[src/rtl/sixstep_pkg.sv]
package sixstep_pkg;

    typedef enum logic [2:0] {
        SEC0, SEC1, SEC2, SEC3, SEC4, SEC5, SEC_FAULT
    } sector_e;

    typedef enum logic [1:0] {
        REQ_OFF, REQ_HI, REQ_LO
    } leg_req_e;

    typedef enum logic [1:0] {
        LEG_REST_HI, LEG_REST_LO, LEG_HI, LEG_LO
    } leg_state_e;

    localparam int NUM_PHASES = 3;

endpackage

[src/rtl/hall_filter.sv]
module hall_filter #(
    parameter int FILT_CYC = 16
) (
    input  logic clk,
    input  logic rst_n,
    input  logic raw_i,
    output logic clean_o
);
    localparam int FW = $clog2(FILT_CYC + 1);

    logic          meta_q, sync_q;
    logic [FW-1:0] run_q;

    always_ff @(posedge clk or negedge rst_n) begin
        if (!rst_n) begin
            meta_q <= 1'b0;
            sync_q <= 1'b0;
        end else begin
            meta_q <= raw_i;
            sync_q <= meta_q;
        end
    end

    // Count how long the synchronised value has differed from the accepted one.
    always_ff @(posedge clk or negedge rst_n) begin
        if (!rst_n) begin
            run_q   <= '0;
            clean_o <= 1'b0;
        end else if (sync_q == clean_o) begin
            run_q <= '0;
        end else if (run_q == FW'(FILT_CYC - 1)) begin
            run_q   <= '0;
            clean_o <= sync_q;
        end else begin
            run_q <= run_q + 1'b1;
        end
    end


    filt_follow_chk: assert property (@(posedge clk) disable iff (!rst_n)
        !$stable(clean_o) |-> (clean_o == $past(sync_q)));

endmodule

[src/rtl/sector_fsm.sv]
module sector_fsm
    import sixstep_pkg::*;
(
    input  logic     clk,
    input  logic     rst_n,
    input  logic [2:0] code_i,
    input  logic     dir_i,
    input  logic     pwm_i,
    output leg_req_e req_o [NUM_PHASES],
    output logic     fault_o
);
    sector_e state_q, state_d;
    logic [1:0] src, snk;

    always_comb begin
        unique case (code_i)
            3'b001:  state_d = SEC0;
            3'b011:  state_d = SEC1;
            3'b010:  state_d = SEC2;
            3'b110:  state_d = SEC3;
            3'b100:  state_d = SEC4;
            3'b101:  state_d = SEC5;
            default: state_d = SEC_FAULT;
        endcase
    end

    always_ff @(posedge clk or negedge rst_n) begin
        if (!rst_n) state_q <= SEC_FAULT;
        else        state_q <= state_d;
    end

    always_comb begin
        src = 2'd0;
        snk = 2'd0;
        unique case (state_q)
            SEC0:      begin src = 2'd0; snk = 2'd1; end
            SEC1:      begin src = 2'd0; snk = 2'd2; end
            SEC2:      begin src = 2'd1; snk = 2'd2; end
            SEC3:      begin src = 2'd1; snk = 2'd0; end
            SEC4:      begin src = 2'd2; snk = 2'd0; end
            SEC5:      begin src = 2'd2; snk = 2'd1; end
            SEC_FAULT: begin src = 2'd0; snk = 2'd0; end
            default:   begin src = 2'd0; snk = 2'd0; end
        endcase
        for (int p = 0; p < NUM_PHASES; p++) req_o[p] = REQ_OFF;
        if (state_q != SEC_FAULT && pwm_i) begin
            if (dir_i) begin
                req_o[src] = REQ_LO;
                req_o[snk] = REQ_HI;
            end else begin
                req_o[src] = REQ_HI;
                req_o[snk] = REQ_LO;
            end
        end
    end

    assign fault_o = (state_q == SEC_FAULT);


    fault_entry_chk: assert property (@(posedge clk) disable iff (!rst_n)
        (code_i == 3'b000 || code_i == 3'b111) |=> fault_o);

endmodule

[src/rtl/dead_leg.sv]
module dead_leg
    import sixstep_pkg::*;
#(
    parameter int DEAD_CYC = 8
) (
    input  logic     clk,
    input  logic     rst_n,
    input  leg_req_e req_i,
    output logic     hi_o,
    output logic     lo_o
);
    localparam int DW = $clog2(DEAD_CYC + 1) + 1;

    leg_state_e    state_q, state_d;
    logic [DW-1:0] gap_q;
    logic          gap_done, resting, leaving_on;

    assign gap_done = (gap_q >= DW'(DEAD_CYC));
    assign resting  = (state_q == LEG_REST_HI) || (state_q == LEG_REST_LO);
    assign leaving_on = !resting &&
                        ((state_d == LEG_REST_HI) || (state_d == LEG_REST_LO));

    always_comb begin
        state_d = state_q;
        unique case (state_q)
            LEG_HI:      if (req_i != REQ_HI) state_d = LEG_REST_HI;
            LEG_LO:      if (req_i != REQ_LO) state_d = LEG_REST_LO;
            LEG_REST_HI: begin
                if (req_i == REQ_HI)                  state_d = LEG_HI;
                else if (req_i == REQ_LO && gap_done) state_d = LEG_LO;
            end
            LEG_REST_LO: begin
                if (req_i == REQ_LO)                  state_d = LEG_LO;
                else if (req_i == REQ_HI && gap_done) state_d = LEG_HI;
            end
            default:     state_d = LEG_REST_LO;
        endcase
    end

    always_ff @(posedge clk or negedge rst_n) begin
        if (!rst_n) begin
            state_q <= LEG_REST_LO;
            gap_q   <= DW'(DEAD_CYC);
        end else begin
            state_q <= state_d;
            if (leaving_on)
                gap_q <= DW'(1);
            else if (resting && !gap_done)
                gap_q <= gap_q + 1'b1;
        end
    end

    always_comb begin
        hi_o = (state_q == LEG_HI);
        lo_o = (state_q == LEG_LO);
    end


    leg_exclusive_chk: assert property (@(posedge clk) disable iff (!rst_n)
        !(hi_o && lo_o));


    lo_after_hi_chk: assert property (@(posedge clk) disable iff (!rst_n)
        $rose(lo_o) |-> !$past(hi_o));


    hi_after_lo_chk: assert property (@(posedge clk) disable iff (!rst_n)
        $rose(hi_o) |-> !$past(lo_o));

endmodule

[src/rtl/sixstep_commutator.sv]
module sixstep_commutator
    import sixstep_pkg::*;
#(
    parameter int FILT_CYC = 16,
    parameter int DEAD_CYC = 8
) (
    input  logic       clk,
    input  logic       rst_n,
    input  logic [2:0] hall_i,
    input  logic       dir_i,
    input  logic       pwm_i,
    output logic [2:0] gate_hi_o,
    output logic [2:0] gate_lo_o,
    output logic       fault_o
);
    logic [2:0] code;
    leg_req_e   req [NUM_PHASES];

    for (genvar p = 0; p < NUM_PHASES; p++) begin : g_hall
        hall_filter #(.FILT_CYC(FILT_CYC)) u_filt (
            .clk     (clk),
            .rst_n   (rst_n),
            .raw_i   (hall_i[p]),
            .clean_o (code[p])
        );
    end

    sector_fsm u_sec (
        .clk     (clk),
        .rst_n   (rst_n),
        .code_i  (code),
        .dir_i   (dir_i),
        .pwm_i   (pwm_i),
        .req_o   (req),
        .fault_o (fault_o)
    );

    for (genvar p = 0; p < NUM_PHASES; p++) begin : g_leg
        dead_leg #(.DEAD_CYC(DEAD_CYC)) u_leg (
            .clk   (clk),
            .rst_n (rst_n),
            .req_i (req[p]),
            .hi_o  (gate_hi_o[p]),
            .lo_o  (gate_lo_o[p])
        );
    end


    two_gate_chk: assert property (@(posedge clk) disable iff (!rst_n)
        $countones({gate_hi_o, gate_lo_o}) <= 2);


    fault_off_chk: assert property (@(posedge clk) disable iff (!rst_n)
        (fault_o && $past(fault_o)) |-> (gate_hi_o == 3'b000 && gate_lo_o == 3'b000));


    pwm_off_chk: assert property (@(posedge clk) disable iff (!rst_n)
        $past(!pwm_i) |-> (gate_hi_o == 3'b000 && gate_lo_o == 3'b000));

endmodule

[config.mk]
export PLATFORM = sky130hd
export DESIGN_NAME = sixstep_commutator
export DESIGN_NICKNAME = d
export VERILOG_FILES = /design/src/rtl/sixstep_pkg.sv /design/src/rtl/hall_filter.sv /design/src/rtl/sector_fsm.sv /design/src/rtl/dead_leg.sv /design/src/rtl/sixstep_commutator.sv
export SDC_FILE = /design/constraint.sdc
export NUM_CORES = 1
export LEC_CHECK = 0
export ABC_CLOCK_PERIOD_IN_PS = 3300
export BUFFER_PORTS_ARGS = -buffer_cell sky130_fd_sc_hd__buf_4
export CORE_ASPECT_RATIO = 0.5
export CORE_UTILIZATION = 60
export DETAILED_ROUTE_END_ITERATION = 7
export GPL_TIMING_DRIVEN = 0
export HOLD_SLACK_MARGIN = 0.02
export PLACE_DENSITY = 0.78
export SLEW_MARGIN = 40
export SYNTH_ARGS = -nofsm -noshare
export SYNTH_HDL_FRONTEND = slang
export SYNTH_SLANG_ARGS = --single-unit
export TNS_END_PERCENT = 100
[constraint.sdc]
create_clock -name clk -period 3.3 [get_ports clk]
set_clock_uncertainty 0.15 [all_clocks]
set_input_delay 0.66 -clock clk [delete_from_list [all_inputs] [get_ports clk]]
set_output_delay 0.66 -clock clk [all_outputs]
set_load 0.05 [all_outputs]
## Word level (Yosys, flattened, before mapping)

Cells that the tools add are included.

| cells by class | value |
|---|---|
| add/sub/neg operators | 6 |
| multipliers | 0 |
| div/mod/pow operators | 0 |
| order comparisons | 7 |
| eq/ne operators | 43 |
| shift-type cells | 0 |
| mux-type cells | 42 |
| bitwise operators | 9 |
| reduce and logical (&&, ||, !) cells | 44 |

Operator list:

| operator | count |
|---|---|
| $mux W5 | 12 |
| $mux W2 | 20 |
| $add A5 B1 Y5 const B | 6 |
| $pmux W2 S4 | 3 |
| $eq A2 B1 Y1 const B | 9 |
| $eq A2 B2 Y1 const B | 9 |
| $eq A3 B3 Y1 const B | 6 |
| $pmux W3 S6 | 1 |
| $eq A5 B4 Y1 const B | 3 |
| $ge A5 B4 Y1 const B | 3 |
| $logic_and A1 B1 Y1 | 15 |
| $eq A3 B2 Y1 const B | 4 |
| $logic_not A2 Y1 | 6 |
| $mux W6 | 2 |
| $demux W2 S2 | 2 |
| $pmux W2 S2 | 2 |
| $reduce_or A2 Y1 | 4 |
| $and A3 B3 Y3 | 2 |
| $eq A3 B1 Y1 const B | 2 |
| $ge A3 B3 Y1 const B | 2 |
| $logic_not A1 Y1 | 6 |
| $logic_or A1 B1 Y1 | 6 |
| $lt A3 B1 Y1 const B | 2 |
| $ne A2 B1 Y1 const B | 3 |
| 9 further kinds | 21 |

| word-level totals | value |
|---|---|
| register bits after elaboration | 48 |
| latch bits | 0 |
| bits in writable memories | 0 |
| bits in read-only memories | 0 |
| input port bits | 7 |
| output and inout bits | 7 |
| word-level logic and storage cells | 170 |
| memories | 0 |

## Logic depth before layout (Yosys ltp)

Gate-level depths: netlist of the first run.

| depth | value |
|---|---|
| word-level depth | 21 |
| mapped depth | 6 |
| depth with buffers taken out | 5 |

## Modules after synthesis

From an unflattened synthesis of the first run, not the netlist that was laid out.

| unflattened totals | value |
|---|---|
| cells, all modules | 215 |
| area total of the unflattened synthesis | 2,417.3 um^2 |

By module, submodules not included:

| module | instances | cells an instance | area each (um^2) | seq. area each (um^2) |
|---|---|---|---|---|
| dead_leg | 3 | 35 | 391.6 | 177.7 |
| hall_filter | 3 | 23 | 311.5 | 200.2 |
| sector_fsm | 1 | 41 | 307.8 | 77.6 |

## Worst setup path after synthesis of the first run

OpenSTA, ideal clock, no wires.

| path | value |
|---|---|
| kind | reg2out |
| from | register u_sec.state_q[2] |
| to | output fault_o |
| arrival time | 1.317 ns |
| data required time | 2.490 ns |
| setup slack | 1.173 ns |
| stages on the path, launching flop included | 4 |
| buffers on the path | 2 |
| cell sequence | dfstp_2 buf_2 buf_2 and3_1 |

| between the ends | value |
|---|---|
| longest elaborated chain between the ends | 1 |

Ends and longest elaborated chain:

| what | line | text |
|---|---|---|
| from (decl) | sector_fsm.sv:12 | `sector_e state_q, state_d;` |
| from (signal assigned) | sector_fsm.sv:29 | `else state_q <= state_d;` |
| $eq A3 B3 Y1 | sector_fsm.sv:57 | `assign fault_o = (state_q == SEC_FAULT);` |
| to (decl) | sixstep_commutator.sv:14 | `output logic fault_o` |

No other way between the ends.

## Worst setup path in the final report of the first run

Ends and elaborated chain as after synthesis.

==> summary.txt, run 1 <==
Status
  • Outcome: completed

Route
  • Routed wire length: 4.29 mm
  • Vias/cell: between 5 and 6
  • Pre-antenna DRT Iters: 4
  • DRC violations left: 0
  • DRT antenna net count: 0
  • Iteration-0 DRC Markers: 138
  • Via count: roughly 1,800
  • Routed len/inst: around 13 microns

Clocking
  • Clock Path Buffers: 2
  • H-tree levels: 2
  • CTS clk-pin slew, worst paths: around 0.090 ns
  • CTS buffer count: 5
  • Postcts setup bufs: 0
  • Clock sink count: 48
  • Clk root buf: clkbuf_8
  • CTS tree: built
  • Post-CTS Resized: 0
  • Cts hold-fix bufs: 0
  • Clock insertion delay at the later pin of the skew report: approximately 0.30 ns

Power and ir drop
  • NetSw: approximately 0.36 mW
  • Maximum VDD drop: 0.262 mV
  • Pwr per Cell Area: about 480 nW/um^2
  • Combinational share of power: between 10% and 20%
  • Int Power: ~0.99 mW
  • Sw Ratio: approximately a quarter
  • Sequential share of power: 53.1%
  • P_leak: between 1 and 1.5 nW
  • Clock Power Share: between 30% and 40%

Critical path
  • Kind of critical path: register to output port
  • Setup crit start kind: register
  • Critical path data arrival time: about 1.6 ns
  • Crit end category: output port
  • Worst-path fanout max: 10
  • Req. time, crit path: between 2 and 2.5 ns

Synthesis
  • Cell count after synthesis: around 250
  • Post-synth ARST share: 100%
  • EDFF count, synth: 0
  • Synth Register Bits: 48
  • Register area share after synthesis: between 40 and 50%
  • Ys flop type: dfrtp_1
  • Mapped Nets: between 200 and 300
  • Synth Cell Area: between 2000 and 3000 sq um
  • Yosys warning total: 0
  • Syn Area/Cell: ~10 sq um
  • Yosys cell types: 51

STA
  • Fmax: about 410 MHz
  • Fin crit share: about three quarters
  • Final-report hold violation count: 0
  • Post-route setup TNS: 0 ns
  • Worst-Margin Slew: 0.596 ns
  • Final setup viols: 0
  • Final Critical Period: roughly 2.4 ns
  • Fin. max-slew vios: 0
  • Unrepaired setup endpoints after global routing: no
  • Slew Limit Headroom: between 60% and 70%

Die
  • # rows: 16
  • Die Y: ~48 microns
  • Core Area: around 4000 sq um
  • Die ar.: around 4500 sq um
  • IO Count: 14
  • Die X-Extent: 93.7 microns
  • Initial Util: ~64%

Hold path
  • Min-Delay Path Class: input port to async pin

Placement
  • Port buffer count: 12
  • Dpl hpwl: between 3 and 4 mm
  • Routability Congestion: around 0.82

Cells and area
  • Commonest non-fill, non-tap cell in the layout: dfrtp_1
  • Layout cells sized above 1: between 20% and 30%
  • Layout overhead on the synthesized area: 11.1%
  • Count of nets after finishing: around 280
  • Total area of sequential cells: between 1000 and 1500 sq um
  • Antenna cell count: 0
  • Fillers: approximately 300
  • Area of the multi-input gates: around 1100 sq um
  • Utilization after layout: a little over two thirds
  • Most frequent cells in the layout: dfrtp_1, nor2_1, buf_4

Global route
  • GRT overflow: 0
  • First-pass GRT wire length: 6.78 mm
  • Total GRT Usage: about a fifth
  • Vias in the first global route: approximately 1,500
  • Largest net degree at the start of global routing: 49
  • Initial antenna violation count: 0

Job
  • # Max-Cap Violations: 0
[sequential cells by signal, summed over array words and instances (netlist names)]
signal and flops:
u_sec.state_q 3, g_hall.u_filt.meta_q 3, g_hall.u_filt.run_q 15, g_hall.u_filt.clean_o 3, g_leg.u_leg.state_q 6, g_hall.u_filt.sync_q 3
g_leg.u_leg.gap_q 15
[worst paths after layout]
kind / start / to / slack (ns) / cells past startpoint
min: rst_n / g_leg[1].u_leg.gap_q[1] / 0.20 / 1
max: u_sec.state_q[2] / fault_o / 0.88 / 4
min reg2reg: g_hall[1].u_filt.meta_q / g_hall[1].u_filt.sync_q / 0.20 / 0
max reg2reg: u_sec.state_q[2] / g_leg[2].u_leg.gap_q[0] / 1.54 / 5
max in group asynchronous: rst_n / g_hall[0].u_filt.run_q[3] / 2.39 / 1
min in group clk: g_hall[1].u_filt.meta_q / g_hall[1].u_filt.sync_q / 0.20 / 0
[power by group through the flow]
stage / Clock, mW / Sequential (mW) / Combinational, mW
5_1_grt: 0.479 / 0.726 / 0.220
3_3_place_gp: 0 / 0.725 / 0.176
3_5_place_dp: 0 / 0.728 / 0.191
2_1_floorplan: 0 / 0.713 / 0.144
4_1_cts: 0.456 / 0.717 / 0.194
6_report: 0.446 / 0.718 / 0.190
[final cells by class]
type | count | area share, %
sequential | 48 | 43.2
timing repair buffer | 12 | 3.21
tap | 54 | 2.41
buffer | 16 | 3.61
clock inverter | 2 | 1.38
inverter | 20 | 2.68
multi-input combinational | 164 | 40.6
clock buffer | 6 | 2.95
[worst max-delay path, cell delays in order, from the launching register on]
cell and delay (ns):
dfstp_2 0.52, buf_2 0.20, buf_2 0.23, and3_1 0.17, buf_4 0.19
[stage by stage]
step	worst slack (ns)	std cells	power, mW	hold WS [ns]	cell area [sq um]
floorplan	1.17	248	0.857	0.181	2520
global placement	1.21	314	0.901	0.182	2680
detailed placement	1.20	314	0.919	0.186	2680
CTS	0.861	322	1.37	0.206	2800
global route	0.768	322	1.42	0.209	2800
finish	0.877	322	1.35	0.198	2800
[cells in the mapped netlist (all sizes together), types with 2 or more instances]
master  instances  area [sq um]
a41oi           4          35.0
and3            4          25.0
clkbuf          2          7.51
a211oi          2          15.0
ha              9           113
o211ai          3          32.5
buf            14          93.8
nand2b          2          12.5
a21oi           8          40.0
a22oi           2          15.0
a31oi           3          18.8
nor2b           2          12.5
dfstp           8           210
o31ai           2          15.0
o31a            2          17.5
o21ai          12          67.6
a311oi          2          17.5
xor2           15           131
dfrtp          40          1000
and4            2          17.5
o21ba           2          20.0
xnor2           5          51.3
nand2          12          45.0
inv            20          75.1
o22ai           6          37.5
mux2            2          22.5
nor3b           3          27.5
mux2i           4          40.0
nor3           10          60.1
and2            7          43.8
nor2           22          82.6
nand3           8          40.0
[cell families (layout without fill, tap and decap cells)]
family / Yosys count / count (layout) / synth area share (%)
buffers and inverters: 36 / 56 / 6.99
AND/OR/NAND/NOR: 75 / 75 / 15.5
flip-flops: 48 / 48 / 48.0
XOR/XNOR: 20 / 20 / 7.24
AO/OA/AOI/OAI: 54 / 54 / 15.4
adder cells (fa/ha/maj): 9 / 9 / 4.46
multiplexers: 6 / 6 / 2.48
[per-layer routing]
metal | share of wire [%] | global-route usage (%) | vias to the layer above
met2 | 47 | 34.5 | 24
met1 | 48 | 26.0 | 875
met5 | 0 | 0 | -
met4 | 1.1 | 5.85 | 0
li1 | - | - | 888
met3 | 3.5 | 6.19 | 7
No activity file was read; power rests on OpenSTA's default activity.
==> run 2: changes to the inputs <==
- ABC_AREA: unset -> 1
- ABC_CLOCK_PERIOD_IN_PS: 3300 -> 2020
- CORE_UTILIZATION: 60 -> 54
- PLACE_DENSITY: 0.78 -> 0.74
- clock period: 3.3 -> 2.02 ns (I/O delays scaled with it)
==> summary.txt, run 2 <==
Status
  • Outcome: completed (unchanged)

Critical path
  • Worst R2R Path Depth: 12 (was 5)
  • Critical path data arrival time: 1.32 ns (was 1.61 ns)
  • R2R Path Start: u_sec.state_q[2] (unchanged)
  • CP endpoint: fault_o (unchanged)
  • Crit end category: output port (unchanged)
  • R2r setup slk: 0.26 ns (was 1.54 ns)
  • Setup crit start kind: register (unchanged)
  • Worst-path fanout max: 8 (was 10)
  • Kind of critical path: register to output port (unchanged)
  • Req. time, crit path: 1.47 ns (was 2.49 ns)
  • R2r endpoint: g_leg[1].u_leg.gap_q[2] (was g_leg[2].u_leg.gap_q[0])
  • Crit path from: u_sec.state_q[2] (unchanged)

STA
  • Fin crit share: between 90 and 100%
  • Unrepaired setup endpoints after global routing: no (unchanged)
  • Final-report hold violation count: 0 (unchanged)
  • Post-route setup TNS: 0 ns (unchanged)
  • Final Critical Period: approximately 1.9 ns
  • Fin. max-slew vios: 0 (unchanged)
  • Slew Limit Headroom: 60.9% (was 60.3%)
  • Worst-Margin Slew: 0.587 ns (was 0.596 ns)
  • Fmax: 534 MHz
  • Final setup viols: 0 (unchanged)

Die
  • Die X-Extent: 97.3 microns (was 93.7 microns)
  • Die ar.: 4830 sq um (was 4490 sq um)
  • IO Count: 14 (unchanged)
  • Core Area: 4120 sq um (was 3960 sq um)
  • # rows: 16 (unchanged)
  • Initial Util: 59.4% (was 63.7%)
  • Die Y: 49.6 microns (was 47.9 microns)

Global route
  • Largest net degree at the start of global routing: 49 (unchanged)
  • Initial antenna violation count: 0 (unchanged)
  • GR Util met1: 21.3% (was 26.0%)
  • Most Crowded Layer GR: met2 (unchanged)
  • Vias in the first global route: 1,704 (was 1,537)
  • Total GRT Usage: 17.8% (was 20.2%)
  • First-pass GRT wire length: 6.88 mm (was 6.78 mm)
  • Met3 global-route usage: 5.53% (was 6.19%)
  • GRT overflow: 0 (unchanged)
  • Routing usage on met2: 31.9% (was 34.5%)

Route
  • DRT antenna net count: 0 (unchanged)
  • DRC violations left: 0 (unchanged)
  • Vias/cell: 5.01 (was 5.57)
  • Routed len/inst: 10.7 microns (was 13.3 microns)
  • Routed wire length: 3.78 mm (was 4.29 mm)
  • Via count: 1,779 (was 1,794)
  • Iteration-0 DRC Markers: 50 (was 138)
  • Pre-antenna DRT Iters: 4 (unchanged)

Clocking
  • Post-CTS Resized: 0 (unchanged)
  • Clk root buf: clkbuf_8 (unchanged)
  • CTS clk-pin slew, worst paths: 0.09 ns (about the same)
  • Clock sink count: 48 (unchanged)
  • CTS buffer count: 5 (unchanged)
  • Clock insertion delay at the later pin of the skew report: 0.30 ns (about the same)
  • H-tree levels: 2 (unchanged)
  • CTS tree: built (unchanged)
  • Clock Path Buffers: 2 (unchanged)

Synthesis
  • Main area contributors after synthesis: dfrtp_1, nand2_1, dfstp_2, inv_1, ha_1 (was dfrtp_1, dfstp_2, xor2_1, ha_1, nor2_1)
  • EDFF count, synth: 0 (unchanged)
  • Cell count after synthesis: 280 (was 248)
  • Top-count cell post-synth: nand2_1 (was dfrtp_1)
  • Yosys warning total: 0 (unchanged)
  • Synth Cell Area: 2450 sq um (was 2520 sq um)
  • Syn Area/Cell: 8.75 sq um (was 10.2 sq um)
  • Synth Register Bits: 48 (unchanged)
  • Register area share after synthesis: 49.4% (was 48.0%)
  • Yosys cell types: 32 (was 51)
  • Mapped Nets: 296 (was 264)
  • Post-synth ARST share: 100% (unchanged)
  • Synth top area share: 40.9% (was 39.6%)
  • Ys flop type: dfrtp_1 (unchanged)
  • Leading cell types by count after synthesis: nand2_1, dfrtp_1, inv_1, nor2_1, nand3_1 (was dfrtp_1, nor2_1, inv_1, xor2_1, nand2_1)
  • Area leader, netlist: dfrtp_1 (unchanged)

Cells and area
  • Total area of sequential cells: 1210 sq um (unchanged)
  • Utilization after layout: 65.9% (was 70.7%)
  • Commonest non-fill, non-tap cell in the layout: nand2_1 (was dfrtp_1)
  • Area of the multi-input gates: 1020 sq um (was 1140 sq um)
  • Most frequent cells in the layout: nand2_1, dfrtp_1, inv_1 (was dfrtp_1, nor2_1, buf_4)
  • Layout overhead on the synthesized area: 10.9% (was 11.1%)
  • Antenna cell count: 0 (unchanged)
  • Largest registers: g_hall.u_filt.run_q x15, g_leg.u_leg.gap_q x15, g_leg.u_leg.state_q x6 (unchanged)
  • Count of nets after finishing: 317 (was 283)
  • Layout cells sized above 1: 21.6% (was 20.5%)
  • Fillers: 350 (was 309)

Power and ir drop
  • Maximum VDD drop: 0.632 mV (was 0.262 mV)
  • P_leak: 1.45 nW (was 1.31 nW)
  • Pwr per Cell Area: 857 nW/um^2 (was 483 nW/um^2)
  • Final total power: 2.33 mW (was 1.35 mW)

Job
  • # Max-Cap Violations: 0 (unchanged)

Placement
  • Routability Congestion: 0.832 (was 0.822)
  • Port buffer count: 13 (was 12)
  • Dpl hpwl: 2.75 mm (was 3.03 mm)

Hold path
  • Hold_sp: hall_i[2]
  • Min-Delay Path Class: input port to register (was input port to async pin)
## run 2: cell types whose count changed after synthesis, sizes merged, moves of 6 or more
cell	previous run	this run
nand2	12	69
inv	20	40
nand3	8	22
nor2	22	32
xor2	15	6
and2	7	0
buf	14	8
nor3	10	4
## run 2: stage by stage
stage | setup WS, ns | instances | instance area [sq um] | hold WS, ns
floorplan | 0.403 | 280 | 2450 | -0.0416
global placement | 0.310 | 347 | 2620 | 0.187
detailed placement | 0.275 | 347 | 2620 | 0.189
CTS | 0.134 | 355 | 2720 | 0.0537
global route | 0.0782 | 355 | 2720 | 0.0411
finish | 0.148 | 355 | 2720 | 0.0592
## run 2: how the worst min path moves through the flow
stage	to	slack [ns]	cells past startpoint
6_report	g_hall[2].u_filt.meta_q	0.06	1
5_1_grt	g_hall[2].u_filt.meta_q	0.04	1
4_1_cts	g_hall[1].u_filt.meta_q	0.05	1
3_5_place_dp	g_hall[2].u_filt.sync_q	0.19	0
3_3_place_gp	g_hall[1].u_filt.sync_q	0.19	0
2_1_floorplan	g_hall[0].u_filt.clean_o	-0.04	0
## run 2: kinds of logic after synthesis
group           Yosys count  synth area share [%]
simple gates            135                  26.5
buf+inv                  48                  8.84
flops                    48                  49.4
compound gates           29                  6.49
xor+xnor                  9                  3.22
fa+ha+maj                 9                  4.60
mux                       2                 0.919
## run 2: critical path, cell delays in order (launching register included)
cell and delay, ns:
dfstp_2 0.54, buf_6 0.12, nand3_2 0.10, inv_1 0.07, buf_4 0.19
## run 2: repair_timing
item                                    4_1_cts  5_1_grt
endpoints found under the setup margin        0        0
hold endpoints to repair                     40        0
hold buffers                                  1        0
buffers inserted                              0        0
## run 2: report_power, final
part           leakage (nW)  switching (mW)  internal, mW
combinational         0.799           0.296         0.208
sequential            0.604           0.120          1.12
clock                0.0473           0.308         0.273
## run 2: cell type report
class,count,share of cell area (%)
clock inverter,1,0.322
tap,54,2.49
buffer,8,2.35
timing repair buffer,14,3.96
sequential,48,44.6
clock buffer,6,3.04
multi-input combinational,184,37.6
inverter,40,5.62
## run 2: layer usage
metal / routed length (microns) / share of wire (%)
met3: 119 / 3.1
met4: 29 / 0.77
met2: 1730 / 46
met1: 1910 / 50
met5: 0 / 0
==> run 3: changes to the inputs <==
- HOLD_SLACK_MARGIN: 0.02 -> 0.1
==> summary.txt, run 3 (same netlist as run 2, synthesis figures left out) <==
Route
  • DRC violations left: 0 (unchanged)
  • Iteration-0 DRC Markers: 41 (was 50)
  • Pre-antenna DRT Iters: 4 (unchanged)
  • Routed len/inst: 10.7 microns (about the same)
  • Vias/cell: 5.00 (was 5.01)
  • DRT antenna net count: 0 (unchanged)
  • Routed wire length: 3.81 mm (was 3.78 mm)
  • Via count: 1,790 (was 1,779)

Cells and area
  • Commonest non-fill, non-tap cell in the layout: nand2_1 (unchanged)
  • Fillers: 348 (was 350)
  • Antenna cell count: 0 (unchanged)
  • Layout overhead on the synthesized area: 12.1% (was 10.9%)
  • Most frequent cells in the layout: nand2_1, dfrtp_1, inv_1 (unchanged)
  • Largest registers: g_hall.u_filt.run_q x15, g_leg.u_leg.gap_q x15, g_leg.u_leg.state_q x6 (unchanged)
  • Layout cells sized above 1: 21.4% (was 21.6%)
  • Count of nets after finishing: 320 (was 317)

Critical path
  • Setup crit start kind: register (unchanged)
  • Crit end category: output port (unchanged)
  • Critical path data arrival time: 1.32 ns (about the same)
  • Kind of critical path: register to output port (unchanged)
  • Req. time, crit path: 1.47 ns (about the same)
  • Worst-path fanout max: 8 (unchanged)

Placement
  • Routability Congestion: 0.832 (unchanged)
  • Port buffer count: 13 (unchanged)
  • Dpl hpwl: 2.75 mm (unchanged)

Clocking
  • CTS clk-pin slew, worst paths: 0.09 ns (about the same)
  • H-tree levels: 2 (unchanged)
  • CTS buffer count: 5 (unchanged)
  • Clock insertion delay at the later pin of the skew report: 0.30 ns (about the same)
  • Clk root buf: clkbuf_8 (unchanged)
  • Cts hold-fix bufs: 4 (was 1)
  • Postcts setup bufs: 0 (unchanged)
  • Clock Path Buffers: 2 (unchanged)
  • CTS tree: built (unchanged)
  • Post-CTS Resized: 0 (unchanged)
  • Clock sink count: 48 (unchanged)

STA
  • Slew Limit Headroom: 60.9% (unchanged)
  • Final setup viols: 0 (unchanged)
  • Fin crit share: 92.7% (about the same)
  • Worst-Margin Slew: 0.587 ns (unchanged)
  • Final-report hold violation count: 0 (unchanged)
  • Fin. max-slew vios: 0 (unchanged)
  • Final Critical Period: 1.87 ns (about the same)
  • Post-route setup TNS: 0 ns (unchanged)
  • Unrepaired setup endpoints after global routing: no (unchanged)
  • Fmax: 534 MHz (about the same)

Global route
  • Initial antenna violation count: 0 (unchanged)
  • Total GRT Usage: 17.9% (was 17.8%)
  • GRT overflow: 0 (unchanged)
  • Largest net degree at the start of global routing: 49 (unchanged)
  • Vias in the first global route: 1,716 (was 1,704)
  • First-pass GRT wire length: 6.91 mm (was 6.88 mm)

Power and ir drop
  • Sw Ratio: 31.1% (about the same)
  • NetSw: 0.725 mW (was 0.724 mW)
  • Pwr per Cell Area: 849 nW/um^2 (was 857 nW/um^2)
  • P_leak: 1.46 nW (was 1.45 nW)
  • Sequential share of power: 53.2% (was 53.4%)
  • Clock Power Share: 25.0% (about the same)
  • Final total power: 2.33 mW (about the same)
  • Combinational share of power: 21.8% (was 21.7%)
  • Int Power: 1.61 mW (was 1.60 mW)
  • Maximum VDD drop: 0.633 mV (was 0.632 mV)

Die
  • # rows: 16 (unchanged)
  • Initial Util: 59.4% (unchanged)
  • IO Count: 14 (unchanged)
  • Die X-Extent: 97.3 microns (unchanged)
  • Die ar.: 4830 sq um (unchanged)
  • Core Area: 4120 sq um (unchanged)
  • Die Y: 49.6 microns (unchanged)

Hold path
  • Min-Delay Path Class: register to register (was input port to register)

Status
  • Outcome: completed (unchanged)

Job
  • # Max-Cap Violations: 0 (unchanged)
-- run 3: cell types whose count changed in the layout (fill, tap and decap cells not counted), sizes merged --
cell	before	now
dlygate4sd3	1	4
-- run 3: layout make-up --
type                    count  area, sq um  share of cell area, %
flip-flops and latches     48         1210                   44.1
multi-input cells         184         1020                   37.2
inverters                  40          153                   5.56
repair buffers             17          138                   5.01
clock buffers               6         82.6                   3.01
well taps                  54         67.6                   2.46
plain buffers               8         63.8                   2.32
clock inverters             1         8.76                  0.319
-- run 3: critical path, stage by stage (launching register included) --
cell     delay [ns]
dfstp_2        0.54
buf_6          0.12
nand3_2        0.10
inv_1          0.07
buf_4          0.19
-- run 3: through the flow --
stage / instances / cell area, sq um / util, % / setup WS, ns / hold WS [ns]
finish: 358 / 2750 / 66.6 / 0.148 / 0.207
global placement: 347 / 2620 / 63.4 / 0.310 / 0.187
global route: 358 / 2750 / 66.6 / 0.0782 / 0.226
detailed placement: 347 / 2620 / 63.4 / 0.275 / 0.189
floorplan: 280 / 2450 / - / 0.403 / -0.0416
CTS: 358 / 2750 / 66.6 / 0.134 / 0.208
-- run 3: path summary, 6_finish.rpt --
kind	cells past startpoint	to	from	slack, ns
worst min-delay path	0	g_hall[2].u_filt.sync_q	g_hall[2].u_filt.meta_q	0.21
worst min register to register	0	g_hall[2].u_filt.sync_q	g_hall[2].u_filt.meta_q	0.21
max in group asynchronous	2	g_hall[1].u_filt.sync_q	rst_n	0.82
worst max-delay path	4	fault_o	u_sec.state_q[2]	0.15
min in group asynchronous	2	g_leg[0].u_leg.gap_q[1]	rst_n	0.49
worst max register to register	12	g_leg[1].u_leg.gap_q[2]	u_sec.state_q[2]	0.26
-- run 3: power groups by stage --
stage	Clock (mW)	Combinational (mW)	Sequential, mW
6_report	0.582	0.508	1.24
5_1_grt	0.642	0.612	1.26
2_1_floorplan	0	0.407	1.23
4_1_cts	0.596	0.520	1.24
3_3_place_gp	0	0.480	1.25
3_5_place_dp	0	0.510	1.26
-- run 3: routing by layer --
layer  share of wire [%]  wire, microns  GRT usage, %
met5                   0              0             0
met2                  46           1750          32.3
met4                0.76             29          4.41
met1                  50           1910          21.3
met3                 3.1            117          5.53
